File: src/rtl/i2c_tgt10.sv
`timescale 1ns/1ps
module i2c_tgt10 #(
  parameter int STRW = 16
) (
  input  logic            clk,
  input  logic            rst_n,
  input  logic            scl_i,
  input  logic            sda_i,
  output logic            scl_oe,
  output logic            sda_oe,
  input  logic [9:0]      own_addr,
  input  logic            addr_10b,
  input  logic [1:0]      last_idx,
  input  logic            nack_last,
  input  logic [31:0]     tx_word,
  input  logic [5:0]      stretch_at,
  input  logic [STRW-1:0] stretch_len,
  output logic [31:0]     rx_word,
  output logic            rd_mode,
  output logic            addressed,
  output logic            frame_done,
  output logic            stop_seen
);
  typedef enum logic [2:0] {P_IDLE, P_ADR1, P_ADR2, P_RX, P_TX, P_IGN} phase_t;
  localparam logic [4:0] HDR10 = 5'b11110;

  phase_t          phase;
  logic [1:0]      scl_sy, sda_sy;
  logic            scl_q, sda_q;
  logic [3:0]      cnt;
  logic [1:0]      idx;
  logic [7:0]      shreg;
  logic            rw, ack_q, mack, a10_ok;
  logic [STRW-1:0] str_cnt;

  wire scl_s = scl_sy[1];
  wire sda_s = sda_sy[1];
  wire scl_r = scl_s & ~scl_q;
  wire scl_f = ~scl_s & scl_q;
  wire start_det = scl_s & scl_q & sda_q & ~sda_s;
  wire stop_det  = scl_s & scl_q & ~sda_q & sda_s;
  wire live = (phase == P_ADR1) || (phase == P_ADR2) || (phase == P_RX) || (phase == P_TX);
  wire data_ph = (phase == P_RX) || (phase == P_TX);

  wire adr1_ack = addr_10b ? (shreg[7:1] == {HDR10, own_addr[9:8]} && (!shreg[0] || a10_ok))
                           : (shreg[7:1] == own_addr[6:0]);
  wire adr2_ack = (shreg == own_addr[7:0]);
  wire is_last  = (idx == last_idx);
  wire rx_ack   = !(is_last && nack_last);

  logic [7:0] tx_cur, tx_nxt;
  logic [5:0] dbit_no;
  assign tx_cur  = 8'(tx_word >> {idx, 3'b000});
  assign tx_nxt  = 8'(tx_word >> {idx + 2'd1, 3'b000});
  assign dbit_no = {1'b0, idx, 3'b000} + {2'b00, cnt};
  assign scl_oe  = (str_cnt != '0);

  always_ff @(posedge clk or negedge rst_n) begin
    if (!rst_n) begin
      scl_sy <= 2'b11; sda_sy <= 2'b11; scl_q <= 1'b1; sda_q <= 1'b1;
      phase <= P_IDLE; cnt <= '0; idx <= '0; shreg <= '0;
      rw <= 1'b0; ack_q <= 1'b0; mack <= 1'b0; a10_ok <= 1'b0;
      str_cnt <= '0; sda_oe <= 1'b0; rx_word <= '0;
      rd_mode <= 1'b0; addressed <= 1'b0; frame_done <= 1'b0; stop_seen <= 1'b0;
    end else begin
      scl_sy <= {scl_sy[0], scl_i};
      sda_sy <= {sda_sy[0], sda_i};
      scl_q  <= scl_s;
      sda_q  <= sda_s;
      frame_done <= 1'b0;
      if (str_cnt != '0) str_cnt <= str_cnt - 1'b1;

      if (stop_det) begin
        phase <= P_IDLE; stop_seen <= 1'b1; a10_ok <= 1'b0;
        sda_oe <= 1'b0; addressed <= 1'b0; rd_mode <= 1'b0;
      end else if (start_det) begin
        phase <= P_ADR1; cnt <= '0; idx <= '0; stop_seen <= 1'b0;
        sda_oe <= 1'b0; addressed <= 1'b0; rd_mode <= 1'b0;
      end else if (live && scl_r) begin
        if (cnt < 4'd8) shreg <= {shreg[6:0], sda_s};
        else if (cnt == 4'd8) mack <= ~sda_s;
        if (cnt < 4'd9) cnt <= cnt + 1'b1;
      end else if (live && scl_f && cnt != 4'd0) begin
        if (data_ph && cnt <= 4'd8 && stretch_len != '0 && dbit_no == stretch_at)
          str_cnt <= stretch_len;
        if (cnt < 4'd8) begin
          if (phase == P_TX) sda_oe <= ~tx_cur[3'd7 - cnt[2:0]];
        end else if (cnt == 4'd8) begin
          case (phase)
            P_ADR1: begin
              if (addr_10b && !shreg[0]) a10_ok <= 1'b0;
              rw <= shreg[0]; ack_q <= adr1_ack; sda_oe <= adr1_ack;
            end
            P_ADR2: begin
              ack_q <= adr2_ack; sda_oe <= adr2_ack; a10_ok <= adr2_ack;
            end
            P_RX: begin
              for (int k = 0; k < 4; k++)
                if (idx == 2'(k)) rx_word[k*8 +: 8] <= shreg;
              sda_oe <= rx_ack;
            end
            default: sda_oe <= 1'b0;
          endcase
        end else begin
          cnt <= '0;
          sda_oe <= 1'b0;
          case (phase)
            P_ADR1: begin
              if (!ack_q) phase <= P_IGN;
              else if (addr_10b && !rw) phase <= P_ADR2;
              else if (rw) begin
                phase <= P_TX; rd_mode <= 1'b1; addressed <= 1'b1; sda_oe <= ~tx_word[7];
              end else begin
                phase <= P_RX; addressed <= 1'b1; rx_word <= '0;
              end
            end
            P_ADR2: begin
              if (ack_q) begin phase <= P_RX; addressed <= 1'b1; rx_word <= '0; end
              else phase <= P_IGN;
            end
            P_RX: begin
              if (is_last) begin phase <= P_IGN; frame_done <= 1'b1; end
              else idx <= idx + 1'b1;
            end
            default: begin
              if (mack && !is_last) begin idx <= idx + 1'b1; sda_oe <= ~tx_nxt[7]; end
              else begin phase <= P_IGN; frame_done <= 1'b1; end
            end
          endcase
        end
      end
    end
  end

  assert_sda_moves_low_R9: assert property (@(posedge clk) disable iff (!rst_n)
    $rose(sda_oe) |-> !scl_s);
  assert_stop_to_idle_R2: assert property (@(posedge clk) disable iff (!rst_n)
    stop_det |=> (phase == P_IDLE && stop_seen));
  assert_stretch_after_fall_R11: assert property (@(posedge clk) disable iff (!rst_n)
    $rose(scl_oe) |-> $past(scl_f));
  assert_done_on_fall_R10: assert property (@(posedge clk) disable iff (!rst_n)
    frame_done |-> $past(scl_f));
  assert_released_when_quiet_R8: assert property (@(posedge clk) disable iff (!rst_n)
    (phase == P_IDLE || phase == P_IGN) |-> !sda_oe);
endmodule

File: config.mk
export PLATFORM = sky130hd
export DESIGN_NAME = i2c_tgt10
export DESIGN_NICKNAME = d
export VERILOG_FILES = /design/src/rtl/i2c_tgt10.sv
export SDC_FILE = /design/constraint.sdc
export NUM_CORES = 1
export LEC_CHECK = 0
export BUFFER_PORTS_ARGS = -buffer_cell sky130_fd_sc_hd__buf_2
export CORE_MARGIN = 2
export CORE_UTILIZATION = 54
export DETAILED_ROUTE_END_ITERATION = 16
export PLACE_DENSITY = 0.8
export SETUP_SLACK_MARGIN = 0.3
export SYNTH_ARGS = -nofsm -noshare
export SYNTH_HDL_FRONTEND = slang
export SYNTH_SLANG_ARGS = --single-unit
export TNS_END_PERCENT = 10
File: constraint.sdc
create_clock -name clk -period 3.3 [get_ports clk]
set_input_delay 0.495 -clock clk [delete_from_list [all_inputs] [get_ports clk]]
set_output_delay 0.495 -clock clk [all_outputs]
set_load 0.01 [all_outputs]
==> flow_summary.yaml, run 1 <==
status:
  status: "finished, final reports clean"
placed_design:
  gp_congestion: 0.889
  dpl.hpwl_mm: 8.25
  portBuffers: 109
  dpl_cell_area_um2: 5260
route:
  post_drt_wl_per_cell_um: 17.7
  drc: 0
  dr.pass1.iters: 4
  route.met2.wl_mm: 5.53
  drt_wl_total_mm: 11.0
  ant_nets: 0
  dr_wl_met3_um: 577
  vias: 3577
  drt_iter0_drc: 160
  via_per_inst: 5.75
  drt-met1-wl_mm: 4.69
  top_layer_used: "met4"
clocking:
  path_clk_slew_ns: 0.09
  numCtsBuffers: 9
  cts_root_buffer: "clkbuf_8"
  cts.sinks: 80
  worstSkewPairLatency_ns: 0.37
  cts_tree: "yes"
  cts.path.max_buffers: 2
  htreeDepth: 3
logic_synthesis:
  async_flop_share_pct: 100
  synth_warnings: 0
  synth_top_area_share_pct: 39.6
  synth-edff-count: 0
  netlist_area_um2: 4680
  synthCells: 408
  synth_common_cells: "dfrtp_1 (74), mux2_4 (32), nor2_1 (29)"
  synth.net_count: 489
  synth_area_leader_cell: "dfrtp_1"
  yosysMostFrequentCell: "dfrtp_1"
  ys.flop_type: "dfrtp_1"
  yosysUniqueCellTypes: 56
  ys_seq_area_share_pct: 42.9
  syn_avg_cell_area_um2: 11.5
  yosys-top-cells-area: "dfrtp_1 (40%), mux2_4 (10%), mux2_2 (5.8%)"
  ys_ff_latch: 80
cells_and_area:
  fin_area_um2: 5510
  drive_above_1_share_pct: 40.2
  antenna_cells: 0
  nets: 593
  syn_to_final_growth_pct: 17.6
hold_path:
  hold_path_end: "sda_sy[0]$_DFF_PN1_"
  hold_depth: 1
  worstHoldStart: "sda_i"
  min-delay-path-class: "input port to flop"
pwr:
  ir_drop_uv: 292
  pwr-share-seq_pct: 46.3
  leakagePower_uw: 0.00260
  internal-power_uw: 2020
  pwr-share-clk_pct: 29.8
  combPwrFrac_pct: 23.9
  p_sw_uw: 969
  p_per_area_nw_per_um2: 543
  netSwitchingFraction_pct: 32.4
sta:
  min_period_over_period_pct: 83.7
  slew_headroom_pct: 33.5
  slew_viol_final: 0
  finClkSkew_ns: 0.0138
  max_freq_mhz: 362
  setup-violations-final: 0
  final-hold-violation-count: 0
  rsz0062_at_grt: "false"
  tns_ns: 0
  post-route-min-period_ns: 2.76
  worstMarginPinSlew_ns: 0.997
critical_path:
  critPathRequiredTime_ns: 3.53
  crit_type: "flop to flop"
  crit_slowest_cell: "dfrtp_1"
  path_max_fanout: 13
  arrival_ns: 3.00
  reg2reg_from: "cnt[0]$_DFFE_PN0P_"
  regToRegSetupSlack_ns: 0.54
  end_kind: "flop"
  r2r-end: "phase[2]$_DFFE_PN0P_"
  worstRegToRegCells: 8
  crit_chain: "inv_1 > ha_1 > nand2b_1 > o2111ai_1 > nor2_1 > nand2_1 > or4_1 > nor3b_1"
  critPathMaxStageDelay_ns: 0.65
  startpoint_type: "flop"
flow_run:
  max_cap_viol_count: 0
floorplan:
  io_pins: 110
  rows: 33
  core_um2: 8300
  die_y_um: 97.1
  initial_core_util_pct: 56.4
  die_area_um2: 9430
  die-width_um: 97.1
grt:
  track_usage_pct: 24.0
  gr-total-overflow: 0
  grt_pass1_wl_mm: 18.1
  grt_antenna_before_repair: 0
  grt_max_degree: 81
  grt_pass1_vias: 3653
==> layer usage <==
layer	track usage [%]	vias to the layer above
li1	-	1687
met1	31.5	1759
met2	39.6	110
met3	6.19	21
met4	7.15	0
met5	0	-
==> cells by family after synthesis <==
group / Yosys count / synth area share, %
and+or+nand+nor: 123 / 14.4
AOI/OAI and AO/OA: 53 / 7.73
muxes: 74 / 21.5
DFF: 80 / 42.9
xor gates and xnor gates: 40 / 7.48
buffers and inverters: 29 / 3.53
adders and majority gates: 9 / 2.41
==> cells in the final DEF, fill, tap and decap left out, types with 2 or more instances in the layout <==
cell / instances
buf_2: 108
dfrtp_1: 74
mux2_4: 32
nor2_1: 29
nand2_1: 27
xnor2_1: 25
mux2_2: 24
xor2_1: 15
o21ai_0: 13
mux2i_1: 12
a21oi_1: 12
inv_1: 10
nor4_1: 10
ha_1: 9
clkbuf_8: 9
and2_1: 8
nor3_1: 6
nand4_1: 6
nand3_1: 6
mux4_2: 6
dfstp_2: 6
nand4b_1: 5
or4_1: 4
or3_1: 4
o21a_1: 4
buf_4: 4
nand2b_1: 3
nor2b_1: 3
nor3b_1: 3
a31oi_1: 3
bufinv_16: 3
o21ai_2: 2
o211ai_1: 2
a2111oi_0: 2
o32ai_1: 2
a211oi_1: 2
clkinv_2: 2
==> worst max path at each step <==
| stage | start | cells after the start | slack (ns) | endpoint |
|---|---|---|---|---|
| floorplan | idx[0]$_DFFE_PN0P_ | 8 | 0.75 | sda_oe$_DFFE_PN0P_ |
| global placement | cnt[0]$_DFFE_PN0P_ | 6 | 0.67 | rx_word[20]$_DFFE_PN0P_ |
| detailed placement | cnt[0]$_DFFE_PN0P_ | 6 | 0.48 | rx_word[18]$_DFFE_PN0P_ |
| CTS | cnt[0]$_DFFE_PN0P_ | 6 | 0.47 | rx_word[18]$_DFFE_PN0P_ |
| global route | cnt[0]$_DFFE_PN0P_ | 8 | 0.31 | phase[2]$_DFFE_PN0P_ |
| finish | cnt[0]$_DFFE_PN0P_ | 8 | 0.54 | phase[2]$_DFFE_PN0P_ |
==> power groups by stage <==
stage | logic, uW | registers, uW | clock network (uW)
after global routing | 802 | 1410 | 946
after global placement | 681 | 1380 | 0
after detailed placement | 713 | 1390 | 0
after floorplan | 620 | 1280 | 0
final | 716 | 1380 | 891
after CTS | 720 | 1370 | 905
==> repair_timing <==
item / in CTS / in global routing
setup endpoints to repair: 0 / 23
hold buffers: 0 / 0
gates resized for setup: 0 / 1
setup buffers: 0 / 0
==> flip-flops by register name, summed over array words and instances (netlist names), 2 cells and up <==
name and count:
rx_word 32, str_cnt 16, shreg 8, cnt 4, phase 3, idx 2
scl_sy 2, sda_sy 2
==> area by class of cell <==
cell class                 count  area (um2)
fill                         635        2790
sequential                    80        2010
clock inverter                 7         119
clock buffer                   9         124
inverter                      10        37.5
multi-input combinational    299        2510
tap                          105         131
timing repair buffer         112         571
==> critical path, delay by kind of cell (launching register included) <==
kind,cells,cell delay [ns]
simple gates,5,1.29
flops,1,0.65
compound gates,1,0.27
fa+ha+maj,1,0.26
buf+inv,1,0.16
==> stage by stage <==
stage                     instances  setup slack (ns)  total power, uW  utilization (%)  hold slack (ns)
after floorplan                 408             0.751             1900                -            0.199
after global placement          606             0.669             2060             63.3            0.346
after detailed placement        606             0.475             2100             63.3            0.351
after CTS                       622             0.468             3000             66.2            0.216
after global routing            622             0.314             3150             66.4            0.208
final                           622             0.537             2990             66.4            0.226
Note: power is estimated with default switching activity, not from simulation.
==> run 2, diff against run 1 <==
--- a/config.mk
+++ b/config.mk
@@ -5,11 +5,12 @@
 export SDC_FILE = /design/constraint.sdc
 export NUM_CORES = 1
 export LEC_CHECK = 0
+export ABC_AREA = 1
 export BUFFER_PORTS_ARGS = -buffer_cell sky130_fd_sc_hd__buf_2
 export CORE_MARGIN = 2
-export CORE_UTILIZATION = 54
+export CORE_UTILIZATION = 50
 export DETAILED_ROUTE_END_ITERATION = 16
-export PLACE_DENSITY = 0.8
+export PLACE_DENSITY = 0.77
 export SETUP_SLACK_MARGIN = 0.3
 export SYNTH_ARGS = -nofsm -noshare
 export SYNTH_HDL_FRONTEND = slang
==> constraint.sdc (replaced) <==
create_clock -name clk -period 2.53 [get_ports clk]
set_input_delay 0.3795 -clock clk [delete_from_list [all_inputs] [get_ports clk]]
set_output_delay 0.3795 -clock clk [all_outputs]
set_load 0.01 [all_outputs]
==> run 2 against run 1 <==
Sequential power is 7% higher. Synthesized cell count is 65% higher. Flip-flop and latch count stayed put. Global-route usage is 0.48 points lower. Clock skew is 0.0017 ns lower. Setup slack worse by 0.16 ns. Worst hold slack worse by 0.11 ns. First-iteration DRC count is 120% higher. Combinational power is 18% lower. Count of clock-buffer cells in the layout stayed put.
==> flow_summary.yaml, run 2 <==
flow_run:
  max_cap_viol_count: 0
logic_synthesis:
  synth_common_cells: "nand2_1 (198), nor2_1 (77), dfrtp_1 (74)"
  synth-edff-count: 0
  yosysMostFrequentCell: "nand2_1"
  synthCells: 673
  synth_top_area_share_pct: 37.4
  netlist_area_um2: 4950
  synth_warnings: 0
  ys_ff_latch: 80
  yosysUniqueCellTypes: 42
  ys_seq_area_share_pct: 40.6
  synth.net_count: 754
  ys.flop_type: "dfrtp_1"
  async_flop_share_pct: 100
  synth_area_leader_cell: "dfrtp_1"
  syn_avg_cell_area_um2: 7.36
  yosys-top-cells-area: "dfrtp_1 (37%), nand2_1 (15%), nand3_1 (6.2%)"
cells_and_area:
  fin_area_um2: 5870
  syn_to_final_growth_pct: 18.6
  antenna_cells: 0
  largest_register_ffs: 32
  multiInputGateArea_um2: 2570
  reg_top3: "rx_word (32), str_cnt (16), shreg (8)"
  nets: 869
  final_cell_mix: "nand2_1 (197), buf_2 (108), nor2_1 (76), dfrtp_1 (73), inv_1 (67)"
  n_fill_cell: 908
  mostFrequentLayoutCell: "nand2_1"
  regMostFlops: "rx_word"
  drive_above_1_share_pct: 24.5
  seq_area_um2: 2010
floorplan:
  initial_core_util_pct: 51.1
  die_y_um: 104
  io_pins: 110
  die_area_um2: 10700
  die-width_um: 104
  core_um2: 9680
  rows: 36
critical_path:
  regToRegSetupSlack_ns: 0.47
  crit_type: "flop to output port"
  critPathMaxStageDelay_ns: 0.40
  arrival_ns: 1.77
  startpoint_type: "flop"
  critPathRequiredTime_ns: 2.15
  reg2reg_from: "cnt[3]$_DFFE_PN0P_"
  r2r-end: "str_cnt[2]$_DFF_PN0_"
  worstRegToRegCells: 10
  cpLargestDelayFamily: "simple AND/OR/NAND/NOR gates"
  path_max_fanout: 5
  path_buf_inv: 4
  end_kind: "output port"
  crit_slowest_cell: "dfrtp_1"
  crit_chain: "inv_2 > ha_2 > inv_1 > nor2_4 > nand2_2 > inv_4 > and3_4 > nand3_2 > buf_2"
pwr:
  leakagePower_uw: 0.00308
  p_per_area_nw_per_um2: 503
  ir_drop_uv: 427
hold_path:
  hold_depth: 1
  min-delay-path-class: "input port to flop"
  worstHoldStart: "scl_i"
  hold_path_end: "scl_sy[0]$_DFF_PN1_"
route:
  vias: 4750
  ant_nets: 0
  post_drt_wl_per_cell_um: 13.4
  drt_wl_total_mm: 12.4
  drc: 0
  top_layer_used: "met4"
  via_per_inst: 5.13
  dr_wl_met3_um: 655
  drt_iter0_drc: 345
  route.met2.wl_mm: 6.31
  drt-met1-wl_mm: 5.22
  dr.pass1.iters: 7
clocking:
  cts_root_buffer: "clkbuf_8"
  cts_tree: "yes"
  cts.sinks: 80
  worstSkewPairLatency_ns: 0.36
  numCtsBuffers: 9
  htreeDepth: 3
  path_clk_slew_ns: 0.10
  cts.path.max_buffers: 2
sta:
  slew_headroom_pct: 66.3
  worstMarginPinSlew_ns: 0.506
  min_period_over_period_pct: 85.1
  max_freq_mhz: 465
  post-route-min-period_ns: 2.15
  slew_viol_final: 0
  setup-violations-final: 0
  tns_ns: 0
  setup_ws_ns: 0.378
  rsz0062_at_grt: "true"
  finClkSkew_ns: 0.0122
  final-hold-violation-count: 0
placed_design:
  dpl_cell_area_um2: 5610
  dp_slack_ns: 0.275
  dpl.hpwl_mm: 9.69
  portBuffers: 109
  gp_congestion: 0.905
grt:
  track_usage_pct: 23.6
  grt_antenna_before_repair: 0
  grt_max_degree: 38
  grt_pass1_vias: 4493
  grt_pass1_wl_mm: 20.8
  gr-total-overflow: 0
status:
  status: "finished, final reports clean"
[run 2: worst reg2reg max path, cell delays in order (launching register included)]
cell and delay [ns]:
dfrtp_1 0.39, ha_1 0.20, ha_1 0.28, inv_1 0.06
nor2_1 0.03, nor3_1 0.19, nand3_1 0.14, nor2_4 0.22
nand2_8 0.17, o21ai_0 0.20, inv_1 0.06
[run 2: timing repair]
action                                  in CTS  in global routing
endpoints found under the setup margin       9                  8
pin swaps                                    0                  0
hold endpoints to repair                    21                  0
resized for setup                            3                  9
hold buffers                                 1                  0
buffers inserted                             1                  3
[run 2: worst max-delay path by stage]
stage                     slack [ns]                  from                    end  cells past startpoint
after floorplan                 0.59    idx[0]$_DFFE_PN0P_  str_cnt[12]$_DFF_PN0_                     12
after global placement          0.39    cnt[3]$_DFFE_PN0P_  str_cnt[15]$_DFF_PN0_                     10
after detailed placement        0.28    cnt[3]$_DFFE_PN0P_   str_cnt[2]$_DFF_PN0_                     10
after CTS                       0.25  str_cnt[0]$_DFF_PN0_                 scl_oe                      9
after global routing            0.28  str_cnt[0]$_DFF_PN0_                 scl_oe                      9
final                           0.38  str_cnt[0]$_DFF_PN0_                 scl_oe                      9
[run 2: kinds of logic (layout without fill, tap and decap cells)]
group | count (synthesis) | in the layout | share of synthesized area [%]
DFF | 80 | 80 | 40.6
AOI/OAI and AO/OA | 91 | 91 | 10.5
adders and majority gates | 9 | 9 | 2.27
buffers and inverters | 94 | 214 | 8.23
and+or+nand+nor | 380 | 380 | 35.1
xor gates and xnor gates | 19 | 19 | 3.36
[run 2: metrics by stage]
step | hold WS [ns] | power, uW | util [%] | std cells
final | 0.113 | 2950 | 60.7 | 926
after global routing | 0.0933 | 3130 | 60.7 | 926
after CTS | 0.0996 | 2980 | 60.1 | 923
after detailed placement | 0.349 | 2090 | 57.9 | 905
after global placement | 0.347 | 2070 | 57.9 | 905
after floorplan | 0.0839 | 1880 | - | 673
[run 2: final cells by class]
class	count	area share (%)
clock buffers	9	2.11
clock inverters	7	1.02
inverters	78	5.03
multi-input cells	499	43.8
flip-flops and latches	80	34.2
well taps	133	2.83
repair buffers	120	11.0
[run 2: layer usage]
metal	track usage, %	vias to the layer above
li1	-	2375
met1	30.1	2225
met2	41.2	131
met3	4.47	19
met4	5.98	0
met5	0	-
[run 2: power by group]
group	leakage [uW]	total, uW	internal, uW	switching (uW)
clock network	0.0000848	889	373	516
logic	0.00197	586	227	359
registers	0.00102	1480	1360	123
==> run 3, diff against run 2 <==
--- a/config.mk
+++ b/config.mk
@@ -7,7 +7,6 @@
 export LEC_CHECK = 0
 export ABC_AREA = 1
 export BUFFER_PORTS_ARGS = -buffer_cell sky130_fd_sc_hd__buf_2
-export CORE_MARGIN = 2
 export CORE_UTILIZATION = 50
 export DETAILED_ROUTE_END_ITERATION = 16
 export PLACE_DENSITY = 0.77
==> run 3 against run 2 <==
Routed wire length is 2.2% higher. Core utilization is 1.6 points higher. Register-to-register slack worse by 0.06 ns. Clock skew is 0.0030 ns lower. Total power increased by 4.5%. Critical path depth did not move. Global-route usage up 2.4 points. Count of clock-buffer cells in the layout up 1. Final area down 0.19%. Critical path type unchanged.
==> flow_summary.yaml, run 3 (synthesis gave the netlist of run 2 again) <==
pwr:
  leakagePower_uw: 0.00310
  p_per_area_nw_per_um2: 527
  ir_drop_uv: 373
sta:
  post-route-min-period_ns: 2.23
  finClkSkew_ns: 0.00915
  final-hold-violation-count: 0
  worstMarginPinSlew_ns: 0.632
  setup_ws_ns: 0.303
  slew_viol_final: 0
  slew_headroom_pct: 57.9
  setup-violations-final: 0
  tns_ns: 0
  max_freq_mhz: 449
  min_period_over_period_pct: 88.0
  hold_slack_ns: 0.0265
  rsz0062_at_grt: "true"
clocking:
  cts_hold_buf: 0
  cts.path.max_buffers: 2
  numCtsBuffers: 9
  cts_root_buffer: "clkbuf_8"
  cts_tree: "yes"
  cts.sinks: 80
  htreeDepth: 3
  path_clk_slew_ns: 0.09
  worstSkewPairLatency_ns: 0.37
floorplan:
  rows: 35
  initial_core_util_pct: 52.6
  die_y_um: 102
  core_um2: 9420
  io_pins: 110
  die-width_um: 102
  die_area_um2: 10300
cells_and_area:
  antenna_cells: 0
  final_cell_mix: "nand2_1 (197), buf_2 (108), nor2_1 (76), dfrtp_1 (73), inv_1 (67)"
  largest_register_ffs: 32
  nets: 867
  drive_above_1_share_pct: 24.1
  mostFrequentLayoutCell: "nand2_1"
  regMostFlops: "rx_word"
  reg_top3: "rx_word (32), str_cnt (16), shreg (8)"
  syn_to_final_growth_pct: 18.4
placed_design:
  portBuffers: 109
  dpl.hpwl_mm: 9.57
  gp_congestion: 0.962
  dp_slack_ns: 0.218
route:
  drt_iter0_drc: 282
  drc: 0
  vias: 4779
  dr.pass1.iters: 5
  drt_wl_total_mm: 12.6
  post_drt_wl_per_cell_um: 13.7
  ant_nets: 0
  via_per_inst: 5.19
status:
  status: "finished, final reports clean"
critical_path:
  critPathRequiredTime_ns: 2.15
  crit_type: "flop to output port"
  path_max_fanout: 4
  end_kind: "output port"
  startpoint_type: "flop"
  arrival_ns: 1.85
grt:
  grt_pass1_wl_mm: 20.7
  grt_max_degree: 47
  grt_antenna_before_repair: 0
  gr-total-overflow: 0
  track_usage_pct: 25.9
  grt_pass1_vias: 4475
flow_run:
  max_cap_viol_count: 0
hold_path:
  min-delay-path-class: "input port to asynchronous set/reset pin"
## run 3: changes by cell type in the layout (fill, tap and decap cells not counted), sizes merged
cell,before,now
buf,119,118
clkinvlp,3,0
clkbuf,9,10
dlygate4sd3,1,0
clkinv,2,3
bufinv,0,1
## run 3: timing repair
item                       CTS  global route
pin swaps                    0             3
gates resized for setup      2             8
setup endpoints to repair   15            19
cloned                       0             0
buffers inserted             0             4
## run 3: worst paths after layout
path                                       from                    end  slack [ns]  cells after the start
max                        str_cnt[0]$_DFF_PN0_                 scl_oe        0.30                      9
min                                       rst_n  str_cnt[10]$_DFF_PN0_        0.03                      1
max reg2reg                str_cnt[0]$_DFF_PN0_   str_cnt[0]$_DFF_PN0_        0.41                     12
min reg2reg                 scl_sy[0]$_DFF_PN1_    scl_sy[1]$_DFF_PN1_        0.36                      0
max in group asynchronous                 rst_n    sda_sy[1]$_DFF_PN1_        1.81                      2
min in group clk                          sda_i    sda_sy[0]$_DFF_PN1_        0.11                      1
## run 3: where the power goes
part | switching (uW) | internal [uW] | total (uW)
logic | 362 | 225 | 587
registers | 124 | 1360 | 1480
clock network | 521 | 499 | 1020
## run 3: final cells by class
cell class	count	area, um2
flip-flops and latches	80	2010
multi-input cells	499	2560
well taps	129	161
repair buffers	118	628
clock buffers	10	138
fillers	860	3550
clock inverters	6	72.6
inverters	78	295
## run 3: routing by layer
metal / GRT usage, % / wire length [um] / up-vias
met1: 33.2 / 5450 / 2246
li1: - / - / 2372
met5: 0 / 0 / -
met2: 44.6 / 6370 / 148
met3: 4.55 / 666 / 13
met4: 8.03 / 165 / 0
## run 3: metrics by stage
| stage | util [%] | instance area (um2) | total power, uW | std cells |
|---|---|---|---|---|
| detailed placement | 59.5 | 5600 | 2080 | 900 |
| floorplan | - | 4950 | 1880 | 673 |
| CTS | 61.8 | 5810 | 3100 | 916 |
| global route | 62.3 | 5860 | 3250 | 920 |
| global placement | 59.5 | 5600 | 2070 | 900 |
| finish | 62.3 | 5860 | 3090 | 920 |
## run 3: worst max-delay path, stage by stage, from the launching register on
cell	delay, ns
dfrtp_1	0.42
inv_2	0.08
ha_2	0.18
inv_1	0.06
nor2_2	0.16
nand2_2	0.09
inv_4	0.07
and3_1	0.17
nand3_1	0.10
buf_2	0.16
